<file path="src/rtl/kbc_pkg.sv">
// Package: shared constants for the keyboard controller host interface.
// Assumes the status bit positions are fixed, because host software decodes them.
package kbc_pkg;
    localparam int STAT_OBF = 0;
    localparam int STAT_IBF = 1;
    localparam int STAT_CD  = 3;
    localparam int STAT_AUX = 5;

    localparam logic [7:0] CMD_GATE_A20 = 8'hD1;
    localparam logic [7:0] CMD_KBD_OFF  = 8'hAD;
    localparam logic [7:0] CMD_KBD_ON   = 8'hAE;
    localparam logic [3:0] CMD_PULSE_HI = 4'hF;

    localparam logic [15:0] IRQ_UNCONNECTED = 16'hFFFF;

    typedef enum logic [1:0] {
        CFG_BASE = 2'd0,
        CFG_PRI  = 2'd1,
        CFG_AUX  = 2'd2
    } cfg_sel_e;
endpackage

</file>
<file path="src/rtl/kbc_port_decode.sv">
// Module: decodes the data port at base and the command port at base + CMD_OFFSET.
// Assumes single-address ports; a base of zero turns decoding off.
module kbc_port_decode #(
    parameter int ADDR_W     = 16,
    parameter int CMD_OFFSET = 4
) (
    input  logic [ADDR_W-1:0] base,
    input  logic [ADDR_W-1:0] addr,
    output logic              hit_data,
    output logic              hit_cmd
);
    localparam logic [ADDR_W-1:0] OFFS = ADDR_W'(CMD_OFFSET);

    logic enabled;

    // Compare the address against both port locations.
    always_comb begin
        enabled  = (base != '0);
        hit_data = enabled && (addr == base);
        hit_cmd  = enabled && (addr == base + OFFS);
    end
endmodule

</file>
<file path="src/rtl/kbc_irq_steer.sv">
// Module: routes the primary and auxiliary requests onto a bank of lines.
// Assumes a selector that matches no line index leaves its request unconnected.
module kbc_irq_steer #(
    parameter int NUM_IRQ = 16,
    parameter int SEL_W   = 16
) (
    input  logic [SEL_W-1:0]   pri_sel,
    input  logic [SEL_W-1:0]   aux_sel,
    input  logic               pri_req,
    input  logic               aux_req,
    output logic [NUM_IRQ-1:0] irq_lines
);
    for (genvar i = 0; i < NUM_IRQ; i++) begin : g_line
        localparam logic [SEL_W-1:0] IDX = SEL_W'(i);
        // Each line ORs in whichever request targets it.
        always_comb begin
            irq_lines[i] = ((pri_sel == IDX) && pri_req) || ((aux_sel == IDX) && aux_req);
        end
    end
endmodule

</file>
<file path="src/rtl/kbc_pulse_gen.sv">
// Module: drives selected pulse lines high for LEN cycles after a fire strobe.
// Assumes a zero bit in sel_n selects a line; a new fire restarts the pulse.
module kbc_pulse_gen #(
    parameter int LINES = 4,
    parameter int LEN   = 4
) (
    input  logic             clk,
    input  logic             rst_n,
    input  logic             fire,
    input  logic [LINES-1:0] sel_n,
    output logic [LINES-1:0] pulse_out
);
    localparam int CW = $clog2(LEN + 1);
    localparam logic [CW-1:0] LEN_C = CW'(LEN);

    logic [CW-1:0]    cnt_q;
    logic [LINES-1:0] mask_q;

    // Load the mask and count on fire, then count down to zero.
    always_ff @(posedge clk) begin
        if (!rst_n) begin
            cnt_q  <= '0;
            mask_q <= '0;
        end else if (fire) begin
            cnt_q  <= LEN_C;
            mask_q <= ~sel_n;
        end else if (cnt_q != '0) begin
            cnt_q <= cnt_q - 1'b1;
        end
    end

    // Drive the mask only while the count is running.
    always_comb begin
        pulse_out = (cnt_q != '0) ? mask_q : '0;
    end

    p_pulse_shape_r5: assert property (@(posedge clk) disable iff (!rst_n)
        fire |=> (pulse_out == ~$past(sel_n)));
endmodule

</file>
<file path="src/rtl/kbc_host_if.sv">
// Module: host register interface of the keyboard controller.
// Holds the status, input and output buffers; fast-paths A20, pulse and keyboard
// enable commands; forwards everything else to a command processor by valid/ready.
// Assumes one host access per cycle and reads that sample bus_rdata combinationally.
module kbc_host_if
    import kbc_pkg::*;
#(
    parameter int ADDR_W      = 16,
    parameter int NUM_IRQ     = 16,
    parameter int PULSE_LINES = 4,
    parameter int PULSE_LEN   = 4,
    parameter int BASE_RESET  = 16'h0060,
    parameter int PRI_RESET   = 1,
    parameter int AUX_RESET   = 12
) (
    input  logic                   clk,
    input  logic                   rst_n,
    input  logic                   cfg_we,
    input  logic [1:0]             cfg_sel,
    input  logic [15:0]            cfg_wdata,
    input  logic [ADDR_W-1:0]      bus_addr,
    input  logic                   bus_wr,
    input  logic                   bus_rd,
    input  logic [7:0]             bus_wdata,
    output logic [7:0]             bus_rdata,
    output logic                   cp_valid,
    input  logic                   cp_ready,
    output logic [7:0]             cp_data,
    output logic                   cp_is_cmd,
    input  logic                   ob_load,
    input  logic [7:0]             ob_byte,
    input  logic                   ob_aux,
    input  logic [1:0]             ccb_int_en,
    output logic [NUM_IRQ-1:0]     irq_lines,
    output logic [7:0]             p2_out,
    output logic                   kbd_en,
    output logic [PULSE_LINES-1:0] pulse_out
);
    localparam int SEL_W = 16;

    logic [ADDR_W-1:0] base_q;
    logic [SEL_W-1:0]  pri_sel_q, aux_sel_q;
    logic              obf_q, ibf_q, cd_q, aux_q, a20_wait_q, kbd_en_q;
    logic [7:0]        ib_q, ob_q, p2_q;
    logic              ib_cmd_q;

    logic hit_data, hit_cmd;
    logic wr_data, wr_cmd, rd_data;
    logic a20_fill, cmd_a20, cmd_pulse, cmd_off, cmd_on, fast, fwd, accept;
    logic pri_req, aux_req;
    logic [7:0] status;

    kbc_port_decode #(.ADDR_W(ADDR_W), .CMD_OFFSET(4)) u_dec (
        .base     (base_q),
        .addr     (bus_addr),
        .hit_data (hit_data),
        .hit_cmd  (hit_cmd)
    );

    // Classify this cycle's host access and the fast-path commands.
    always_comb begin
        wr_data   = bus_wr && hit_data;
        wr_cmd    = bus_wr && hit_cmd;
        rd_data   = bus_rd && hit_data;
        a20_fill  = wr_data && a20_wait_q;
        cmd_a20   = wr_cmd && (bus_wdata == CMD_GATE_A20);
        cmd_pulse = wr_cmd && (bus_wdata[7:4] == CMD_PULSE_HI);
        cmd_off   = wr_cmd && (bus_wdata == CMD_KBD_OFF);
        cmd_on    = wr_cmd && (bus_wdata == CMD_KBD_ON);
        fast      = a20_fill || cmd_a20 || cmd_pulse || cmd_off || cmd_on;
        fwd       = (wr_data || wr_cmd) && !fast;
        accept    = ibf_q && cp_ready;
    end

    // Run-time configuration of the port base and both line selectors.
    always_ff @(posedge clk) begin
        if (!rst_n) begin
            base_q    <= ADDR_W'(BASE_RESET);
            pri_sel_q <= SEL_W'(PRI_RESET);
            aux_sel_q <= SEL_W'(AUX_RESET);
        end else if (cfg_we) begin
            case (cfg_sel)
                CFG_BASE: base_q    <= cfg_wdata[ADDR_W-1:0];
                CFG_PRI:  pri_sel_q <= cfg_wdata;
                CFG_AUX:  aux_sel_q <= cfg_wdata;
                default:  ;
            endcase
        end
    end

    // Input side: command/data flag, input buffer, A20 wait, P2, keyboard enable.
    always_ff @(posedge clk) begin
        if (!rst_n) begin
            cd_q       <= 1'b0;
            ibf_q      <= 1'b0;
            ib_q       <= 8'h00;
            ib_cmd_q   <= 1'b0;
            a20_wait_q <= 1'b0;
            p2_q       <= 8'hFF;
            kbd_en_q   <= 1'b1;
        end else begin
            if (wr_data) cd_q <= 1'b0;
            if (wr_cmd)  cd_q <= 1'b1;
            if (fast) begin
                ibf_q <= 1'b0;
            end else if (fwd) begin
                ibf_q    <= 1'b1;
                ib_q     <= bus_wdata;
                ib_cmd_q <= wr_cmd;
            end else if (accept) begin
                ibf_q <= 1'b0;
            end
            if (cmd_a20)                  a20_wait_q <= 1'b1;
            else if (wr_data || wr_cmd)   a20_wait_q <= 1'b0;
            if (a20_fill) p2_q[1] <= bus_wdata[1];
            if (cmd_off)  kbd_en_q <= 1'b0;
            if (cmd_on)   kbd_en_q <= 1'b1;
        end
    end

    // Output side: a processor load wins over a host read in the same cycle.
    always_ff @(posedge clk) begin
        if (!rst_n) begin
            ob_q  <= 8'h00;
            obf_q <= 1'b0;
            aux_q <= 1'b0;
        end else if (ob_load) begin
            ob_q  <= ob_byte;
            obf_q <= 1'b1;
            aux_q <= ob_aux;
        end else if (rd_data) begin
            obf_q <= 1'b0;
        end
    end

    // Assemble status and the host read mux.
    always_comb begin
        status           = 8'h00;
        status[STAT_OBF] = obf_q;
        status[STAT_IBF] = ibf_q;
        status[STAT_CD]  = cd_q;
        status[STAT_AUX] = aux_q;
        if (bus_rd && hit_data)     bus_rdata = ob_q;
        else if (bus_rd && hit_cmd) bus_rdata = status;
        else                        bus_rdata = 8'hFF;
    end

    // Interrupt requests follow output-full, the tag and the configuration enables.
    always_comb begin
        pri_req = obf_q && !aux_q && ccb_int_en[0];
        aux_req = obf_q && aux_q && ccb_int_en[1];
    end

    kbc_irq_steer #(.NUM_IRQ(NUM_IRQ), .SEL_W(SEL_W)) u_irq (
        .pri_sel   (pri_sel_q),
        .aux_sel   (aux_sel_q),
        .pri_req   (pri_req),
        .aux_req   (aux_req),
        .irq_lines (irq_lines)
    );

    kbc_pulse_gen #(.LINES(PULSE_LINES), .LEN(PULSE_LEN)) u_pulse (
        .clk       (clk),
        .rst_n     (rst_n),
        .fire      (cmd_pulse),
        .sel_n     (bus_wdata[PULSE_LINES-1:0]),
        .pulse_out (pulse_out)
    );

    // Drive the remaining outputs from state.
    always_comb begin
        cp_valid  = ibf_q;
        cp_data   = ib_q;
        cp_is_cmd = ib_cmd_q;
        p2_out    = p2_q;
        kbd_en    = kbd_en_q;
    end

    p_cmd_sets_cd_r2: assert property (@(posedge clk) disable iff (!rst_n)
        (bus_wr && hit_cmd) |=> cd_q);
    p_accept_drops_valid_r3: assert property (@(posedge clk) disable iff (!rst_n)
        (cp_valid && cp_ready && !(bus_wr && (hit_data || hit_cmd))) |=> !cp_valid);
    p_a20_bit_r4: assert property (@(posedge clk) disable iff (!rst_n)
        a20_fill |=> (p2_out[1] == $past(bus_wdata[1])));
    p_fast_no_ibf_r7: assert property (@(posedge clk) disable iff (!rst_n)
        (bus_wr && hit_cmd && (bus_wdata == CMD_KBD_OFF || bus_wdata == CMD_KBD_ON)) |=> !cp_valid);
    p_read_clears_obf_r8: assert property (@(posedge clk) disable iff (!rst_n)
        (bus_rd && hit_data && !ob_load) |=> !obf_q);
    p_unconnected_quiet_r11: assert property (@(posedge clk) disable iff (!rst_n)
        (pri_sel_q == IRQ_UNCONNECTED && aux_sel_q == IRQ_UNCONNECTED) |-> (irq_lines == '0));
endmodule

</file>
<file path="config.mk">
export PLATFORM = sky130hd
export DESIGN_NAME = kbc_host_if
export DESIGN_NICKNAME = d
export VERILOG_FILES = /design/src/rtl/kbc_pkg.sv /design/src/rtl/kbc_port_decode.sv /design/src/rtl/kbc_irq_steer.sv /design/src/rtl/kbc_pulse_gen.sv /design/src/rtl/kbc_host_if.sv
export SDC_FILE = /design/constraint.sdc
export NUM_CORES = 1
export LEC_CHECK = 0
export ABC_CLOCK_PERIOD_IN_PS = 3200
export BUFFER_PORTS_ARGS = -buffer_cell sky130_fd_sc_hd__buf_2
export CORE_AREA = 5 5 96 98
export DETAILED_ROUTE_END_ITERATION = 8
export DIE_AREA = 0 0 101 103
export PLACE_DENSITY = 0.79
export REMOVE_ABC_BUFFERS = 1
export SLEW_MARGIN = 20
export SYNTH_ARGS = -nofsm -noshare
export SYNTH_HDL_FRONTEND = slang
export SYNTH_SLANG_ARGS = --single-unit
</file>
<file path="constraint.sdc">
create_clock -name clk -period 3.2 [get_ports clk]
set_clock_uncertainty 0.05 [all_clocks]
set_input_delay 0.32 -clock clk [delete_from_list [all_inputs] [get_ports clk]]
set_output_delay 0.32 -clock clk [all_outputs]
set_load 0.05 [all_outputs]
</file>
==> out/metrics.cfg, run 1 <==
[final_layout]
final_cell_mix = nand2_1, buf_2, dfxtp_1
layout_commonest_cell = nand2_1
fin_cells = 757
syn2layout_area_growth_pct = 19.1
final_nets = 708
drive_gt1_share_pct = 22.2
fin_area_sq_um = 5160
antenna_cells = 0

[sta]
hold_viol = 0
max_freq_ghz = 0.323
rsz0062_at_grt = true
setup_violations = 0
fin_crit_sh_pct = 96.7
relSlewSlack_pct = 59.5
worst_pin_slew_ps = 602
fin_crit_ps = 3100
hold_slack_ps = 172
slew_viol_final = 0
final.setup.worst_slack_ps = 104

[floorplanning]
fp.dieW_microns = 101
row_count = 34
initial_core_util_pct = 51.7
io_pins = 107
coreArea_sq_um = 8380
die_h_microns = 103
dieArea_sq_um = 10400

[worst_setup_path]
reg2regPathDepth = 9
crit_type = reg2out
r2r-end = cp_data[6]$_SDFFE_PN0P_
critPathLaunchType = flop
worstPathRequired_ps = 2830
cp_slowest_cell = dfxtp_4
worstReg2RegStart = base_q[2]$_SDFFE_PN0P_
worstPathMaxFanout = 8
max_stage_delay_ps = 410
cp_cell_sequence = inv_1 > ha_1 > xor2_1 > nor3_2 > and4b_1 > and4_2 > a21oi_2 > and2b_2 > nand3_1 > clkbuf_4
cp-endpoint = bus_rdata[3]
cp.depth = 10
crit_start = base_q[2]$_SDFFE_PN0P_
reg2reg_slack_ps = 580
critPathTopFamily = simple AND/OR/NAND/NOR gates
cp.arrival_ps = 2730
path_buf_inv = 2
crit_path_end_kind = primary output

[min_path]
holdPathStages = 3
hp-class = in2reg

[clocking]
clkLatencyLatePin_ps = 350
cts_tree = yes
clk_pin_slew_ps = 90
numClockSinks = 79
clock_path_buffers = 2
ctsRootBufferMaster = clkbuf_8
numCtsBuffers = 9
cts_htree_levels = 3

[global_route]
grt_usage_pct = 20.7
antenna_found_initial = 0
grt_busiest_layer = met2
grt_start_max_net_pins = 42
grt_overflow = 0
grt_pass1_vias = 3852
use_met2_pct = 36.8
grt_use_met3_pct = 4.53
grt_pass1_wl_microns = 17600
met1_usage_pct = 25.5

[routing]
via_count = 4059
drc = 0
dr.pass1.iters = 4
avgViaCountPerCell = 5.36
post_drt_wl_per_cell_microns = 14.5
ant_nets = 0
drt_wl_total_microns = 10900
first_iter_violations = 229

[power]
p_leak_uw = 0.00211
cellPowerDensity_nw_per_um2 = 423
ir_worst_vdd_mv = 0.253

[placed_design]
gp_congestion = 0.913
port_buffers = 99
dpl-instance-area_sq_um = 4870
post-place-ws_ps = 209
hpwl_microns = 8330
placedCellCount = 740

[job]
cap_violations = 0

[status]
status = completed

[synthesis]
yosysUniqueCellTypes = 52
synthArstFlopShare_pct = 0
synth_cells = 556
synth_area_sq_um = 4330
synth_flop_cell = dfxtp_1
syn_avg_cell_area_sq_um = 7.80
yosys_warnings = 0
yosysSeqAreaShare_pct = 36.5
synth_edf_count = 0
ys_ff_latch = 79

==> layer usage <==
| metal | wire, microns | up-vias | share of wire, % |
|---|---|---|---|
| met5 | 0 | - | 0 |
| met4 | 169 | 0 | 1.5 |
| met1 | 4730 | 1868 | 43 |
| li1 | - | 2055 | - |
| met3 | 664 | 17 | 6.1 |
| met2 | 5380 | 119 | 49 |
==> tightest hold or removal path: stages <==
cell,delay (ps)
buf_2,80
mux2i_1,60
nor2b_1,90
==> final cells by class <==
cell class / count / area [sq um]
Clock buffer: 10 / 138
Clock inverter: 6 / 67.6
Fill cell: 752 / 3220
Inverter: 13 / 48.8
Multi-Input combinational cell: 437 / 2620
Sequential cell: 79 / 1600
Tap cell: 108 / 135
Timing Repair Buffer: 104 / 553
==> timing repair <==
item	in CTS	in global routing
hold buffers	0	0
gates resized for setup	6	22
endpoints found under the setup margin	8	8
pin swaps	1	1
buffers inserted	1	0
==> Yosys cell counts, types with 2 or more instances <==
library cell | n | area share (%)
o22ai_1 | 12 | 1.7
and3b_1 | 3 | 0.61
and3_1 | 7 | 1.0
nor3_1 | 3 | 0.35
dfxtp_1 | 79 | 36
o31ai_1 | 2 | 0.35
o32ai_1 | 3 | 0.61
nor2b_1 | 13 | 1.9
a21boi_0 | 47 | 8.1
clkbuf_1 | 22 | 1.9
nand4_1 | 7 | 1.0
or3_1 | 3 | 0.43
nand2b_1 | 4 | 0.58
buf_4 | 7 | 1.2
nand3_1 | 26 | 3.0
and4_1 | 3 | 0.61
ha_1 | 4 | 1.2
a2bb2oi_1 | 2 | 0.40
a21o_1 | 2 | 0.35
nor4b_1 | 3 | 0.61
nand2_1 | 155 | 13
mux2i_1 | 24 | 5.5
o21ai_0 | 11 | 1.3
nor4_1 | 9 | 1.3
nor2_1 | 23 | 2.0
xor2_1 | 10 | 2.0
nand3b_1 | 2 | 0.35
and2_1 | 10 | 1.4
xnor2_1 | 16 | 3.2
or4_1 | 4 | 0.69
a21oi_1 | 4 | 0.46
inv_1 | 13 | 1.1
nor3b_1 | 2 | 0.35
buf_2 | 3 | 0.35
==> through the flow <==
| step | util, % | power, uW | TNS (ps) |
|---|---|---|---|
| floorplan | - | 1300 | -576 |
| global placement | 58.1 | 1410 | 0 |
| detailed placement | 58.1 | 1430 | 0 |
| CTS | 60.8 | 2190 | 0 |
| global route | 61.6 | 2300 | -143 |
| finish | 61.6 | 2190 | 0 |
==> power breakdown <==
part           internal [uW]  switching [uW]
clock network            386             389
logic                    140             206
registers               1030            38.4
total                   1550             634
==> registers in the layout (all words and copies together) (netlist names), 3 cells and up <==
| name | count |
|---|---|
| aux_sel_q | 16 |
| base_q | 16 |
| pri_sel_q | 16 |
| cp_data | 8 |
| ob_q | 8 |
| u_pulse.mask_q | 4 |
| u_pulse.cnt_q | 3 |
==> logic make-up after synthesis <==
kind of cell | Yosys count | share of synthesized area (%)
fa+ha+maj | 4 | 1.15
xor+xnor | 27 | 5.63
flops | 79 | 36.5
simple gates | 284 | 31.2
mux | 25 | 5.80
other cells | 1 | 0.0865
buf+inv | 46 | 4.71
compound gates | 90 | 15.0
==> worst min path at each step <==
stage | startpoint | end | slack (ps)
2_1_floorplan | rst_n | p2_out[1]$_SDFFE_PN1P_ | 330
3_3_place_gp | cp_data[7]$_SDFFE_PN0P_ | cp_data[7]$_SDFFE_PN0P_ | 390
3_5_place_dp | cp_data[4]$_SDFFE_PN0P_ | cp_data[4]$_SDFFE_PN0P_ | 400
4_1_cts | ob_byte[0] | ob_q[0]$_SDFFE_PN0P_ | 170
5_1_grt | ob_byte[3] | ob_q[3]$_SDFFE_PN0P_ | 170
6_report | ob_byte[6] | ob_q[6]$_SDFFE_PN0P_ | 170
(Power assumes the default switching activity.)
==> run 2: changes to the inputs <==
--- a/config.mk
+++ b/config.mk
@@ -7,10 +7,12 @@
 export LEC_CHECK = 0
 export ABC_CLOCK_PERIOD_IN_PS = 3200
 export BUFFER_PORTS_ARGS = -buffer_cell sky130_fd_sc_hd__buf_2
-export CORE_AREA = 5 5 96 98
+export CORE_AREA = 5 5 95 97
+export CTS_BUF_LIST = sky130_fd_sc_hd__clkbuf_4
+export CTS_CLUSTER_SIZE = 24
 export DETAILED_ROUTE_END_ITERATION = 8
-export DIE_AREA = 0 0 101 103
-export PLACE_DENSITY = 0.79
+export DIE_AREA = 0 0 100 102
+export PLACE_DENSITY = 0.81
 export REMOVE_ABC_BUFFERS = 1
 export SLEW_MARGIN = 20
 export SYNTH_ARGS = -nofsm -noshare
==> out/metrics.cfg, run 2 (synthesis gave the netlist of run 1 again) <==
[status]
status = completed

[global_route]
grt_usage_pct = 21.2
antenna_found_initial = 0
grt_pass1_wl_microns = 17700
grt_pass1_vias = 3975
grt_start_max_net_pins = 55
grt_overflow = 0

[sta]
hold_viol = 0
fin_crit_ps = 3100
relSlewSlack_pct = 43.5
slew_viol_final = 0
worst_pin_slew_ps = 847
fin_crit_sh_pct = 96.8
setup_violations = 0
final.setup.worst_slack_ps = 101
max_freq_ghz = 0.323

[worst_setup_path]
max_stage_delay_ps = 550
reg2regPathDepth = 7
crit_type = reg2out
cp_slowest_cell = or4_1
worstPathMaxFanout = 8
reg2reg_slack_ps = 630
crit_path_end_kind = primary output
cp.arrival_ps = 2730
worstPathRequired_ps = 2830
r2r-end = cp_data[1]$_SDFFE_PN0P_
critPathLaunchType = flop
worstReg2RegStart = base_q[5]$_SDFFE_PN1P_
cp_cell_sequence = nand4_1 > or4_1 > a21o_1 > a31oi_4 > a21oi_2 > and2b_4 > o21ai_0 > buf_4

[clocking]
cts_htree_levels = 3
numClockSinks = 79
ctsHoldBuffers = 0
numCtsBuffers = 9
ctsRootBufferMaster = clkbuf_4
clkLatencyLatePin_ps = 420
clock_path_buffers = 2
clk_pin_slew_ps = 110
cts_tree = yes

[floorplanning]
row_count = 33
coreArea_sq_um = 8050
initial_core_util_pct = 53.8
dieArea_sq_um = 10200
io_pins = 107
die_h_microns = 102
fp.dieW_microns = 100

[routing]
via_count = 4069
first_iter_violations = 180
avgViaCountPerCell = 5.40
dr.pass1.iters = 4
drt_wl_total_microns = 10700
drc = 0
post_drt_wl_per_cell_microns = 14.2
ant_nets = 0

[final_layout]
fillers = 721
syn2layout_area_growth_pct = 17.5
final_nets = 709
multiInputGateArea_sq_um = 2630
fin_cells = 754
layout.area.seq_sq_um = 1610
final_cell_mix = nand2_1, buf_2, dfxtp_1
antenna_cells = 0
layout_commonest_cell = nand2_1
drive_gt1_share_pct = 22.7
biggestRegsByFlops = aux_sel_q x16, base_q x16, pri_sel_q x16

[min_path]
min_from = cfg_wdata[3]
min_to = aux_sel_q[3]$_SDFFE_PN1P_
holdPathStages = 3
hp-class = in2reg

[placed_design]
post-place-ws_ps = 201
placedCellCount = 736
gp_congestion = 0.922
port_buffers = 99
hpwl_microns = 8200

[power]
cellPowerDensity_nw_per_um2 = 373
total_power_uw = 1900
p_leak_uw = 0.00208
ir_worst_vdd_mv = 0.220

[job]
cap_violations = 0

[run 2: cell types whose count changed in the layout (fill, tap and decap cells not counted), moves of 2 or more]
| cell | before | now |
|---|---|---|
| buf_6 | 0 | 2 |
| dfxtp_1 | 72 | 68 |
| clkbuf_4 | 7 | 10 |
| dfxtp_2 | 4 | 6 |
| buf_4 | 6 | 12 |
| clkinv_2 | 1 | 3 |
| clkbuf_8 | 10 | 0 |
| dfxtp_4 | 3 | 5 |
| inv_6 | 2 | 0 |
[run 2: routing by layer]
| layer | vias to the layer above | global-route usage [%] | part of all wire, % |
|---|---|---|---|
| met2 | 128 | 36.9 | 49 |
| met4 | 0 | 6.63 | 1.1 |
| met1 | 1878 | 26.7 | 43 |
| met5 | - | 0 | 0 |
| met3 | 12 | 4.23 | 6.9 |
| li1 | 2051 | - | - |
[run 2: layout make-up]
cell class,instances,share of cell area (%)
multi-input cells,437,51.7
well taps,105,2.58
clock buffers,10,1.47
repair buffers,105,11.2
flip-flops and latches,79,31.6
clock inverters,5,0.516
inverters,13,0.958
[run 2: repair_timing]
item | in CTS | in global routing
gates resized for setup | 20 | 18
buffers inserted | 0 | 3
setup endpoints to repair | 8 | 8
pin swaps | 0 | 5
[run 2: power breakdown]
part / internal, uW / switching, uW
registers: 1030 / 39.1
clock network: 158 / 328
logic: 140 / 208
total: 1320 / 575
[run 2: worst max-delay path by stage]
stage | startpoint | endpoint | slack (ps) | cells past startpoint
after floorplan | base_q[2]$_SDFFE_PN0P_ | bus_rdata[5] | -470 | 8
after CTS | base_q[2]$_SDFFE_PN0P_ | bus_rdata[5] | -20 | 11
after global routing | base_q[5]$_SDFFE_PN1P_ | bus_rdata[3] | -10 | 8
after detailed placement | base_q[3]$_SDFFE_PN0P_ | bus_rdata[5] | 200 | 10
after global placement | base_q[2]$_SDFFE_PN0P_ | bus_rdata[5] | 240 | 10
final | base_q[5]$_SDFFE_PN1P_ | bus_rdata[5] | 100 | 8
[run 2: metrics by stage]
stage	hold WS [ps]	cell area, sq um	TNS [ps]	utilization, %
4_1_cts	75.5	5000	-23.1	62.2
5_1_grt	77.3	5090	-23.4	63.2
6_report	96.8	5090	0	63.2
3_3_place_gp	389	4860	0	60.3
2_1_floorplan	332	4200	-576	-
3_5_place_dp	394	4860	0	60.3
[run 2: worst max-delay path: cells and delay by family, from the launching register on]
family,cells,cell delay (ps)
buffers and inverters,1,190
AND/OR/NAND/NOR,3,1050
AO/OA/AOI/OAI,4,640
flip-flops,1,420
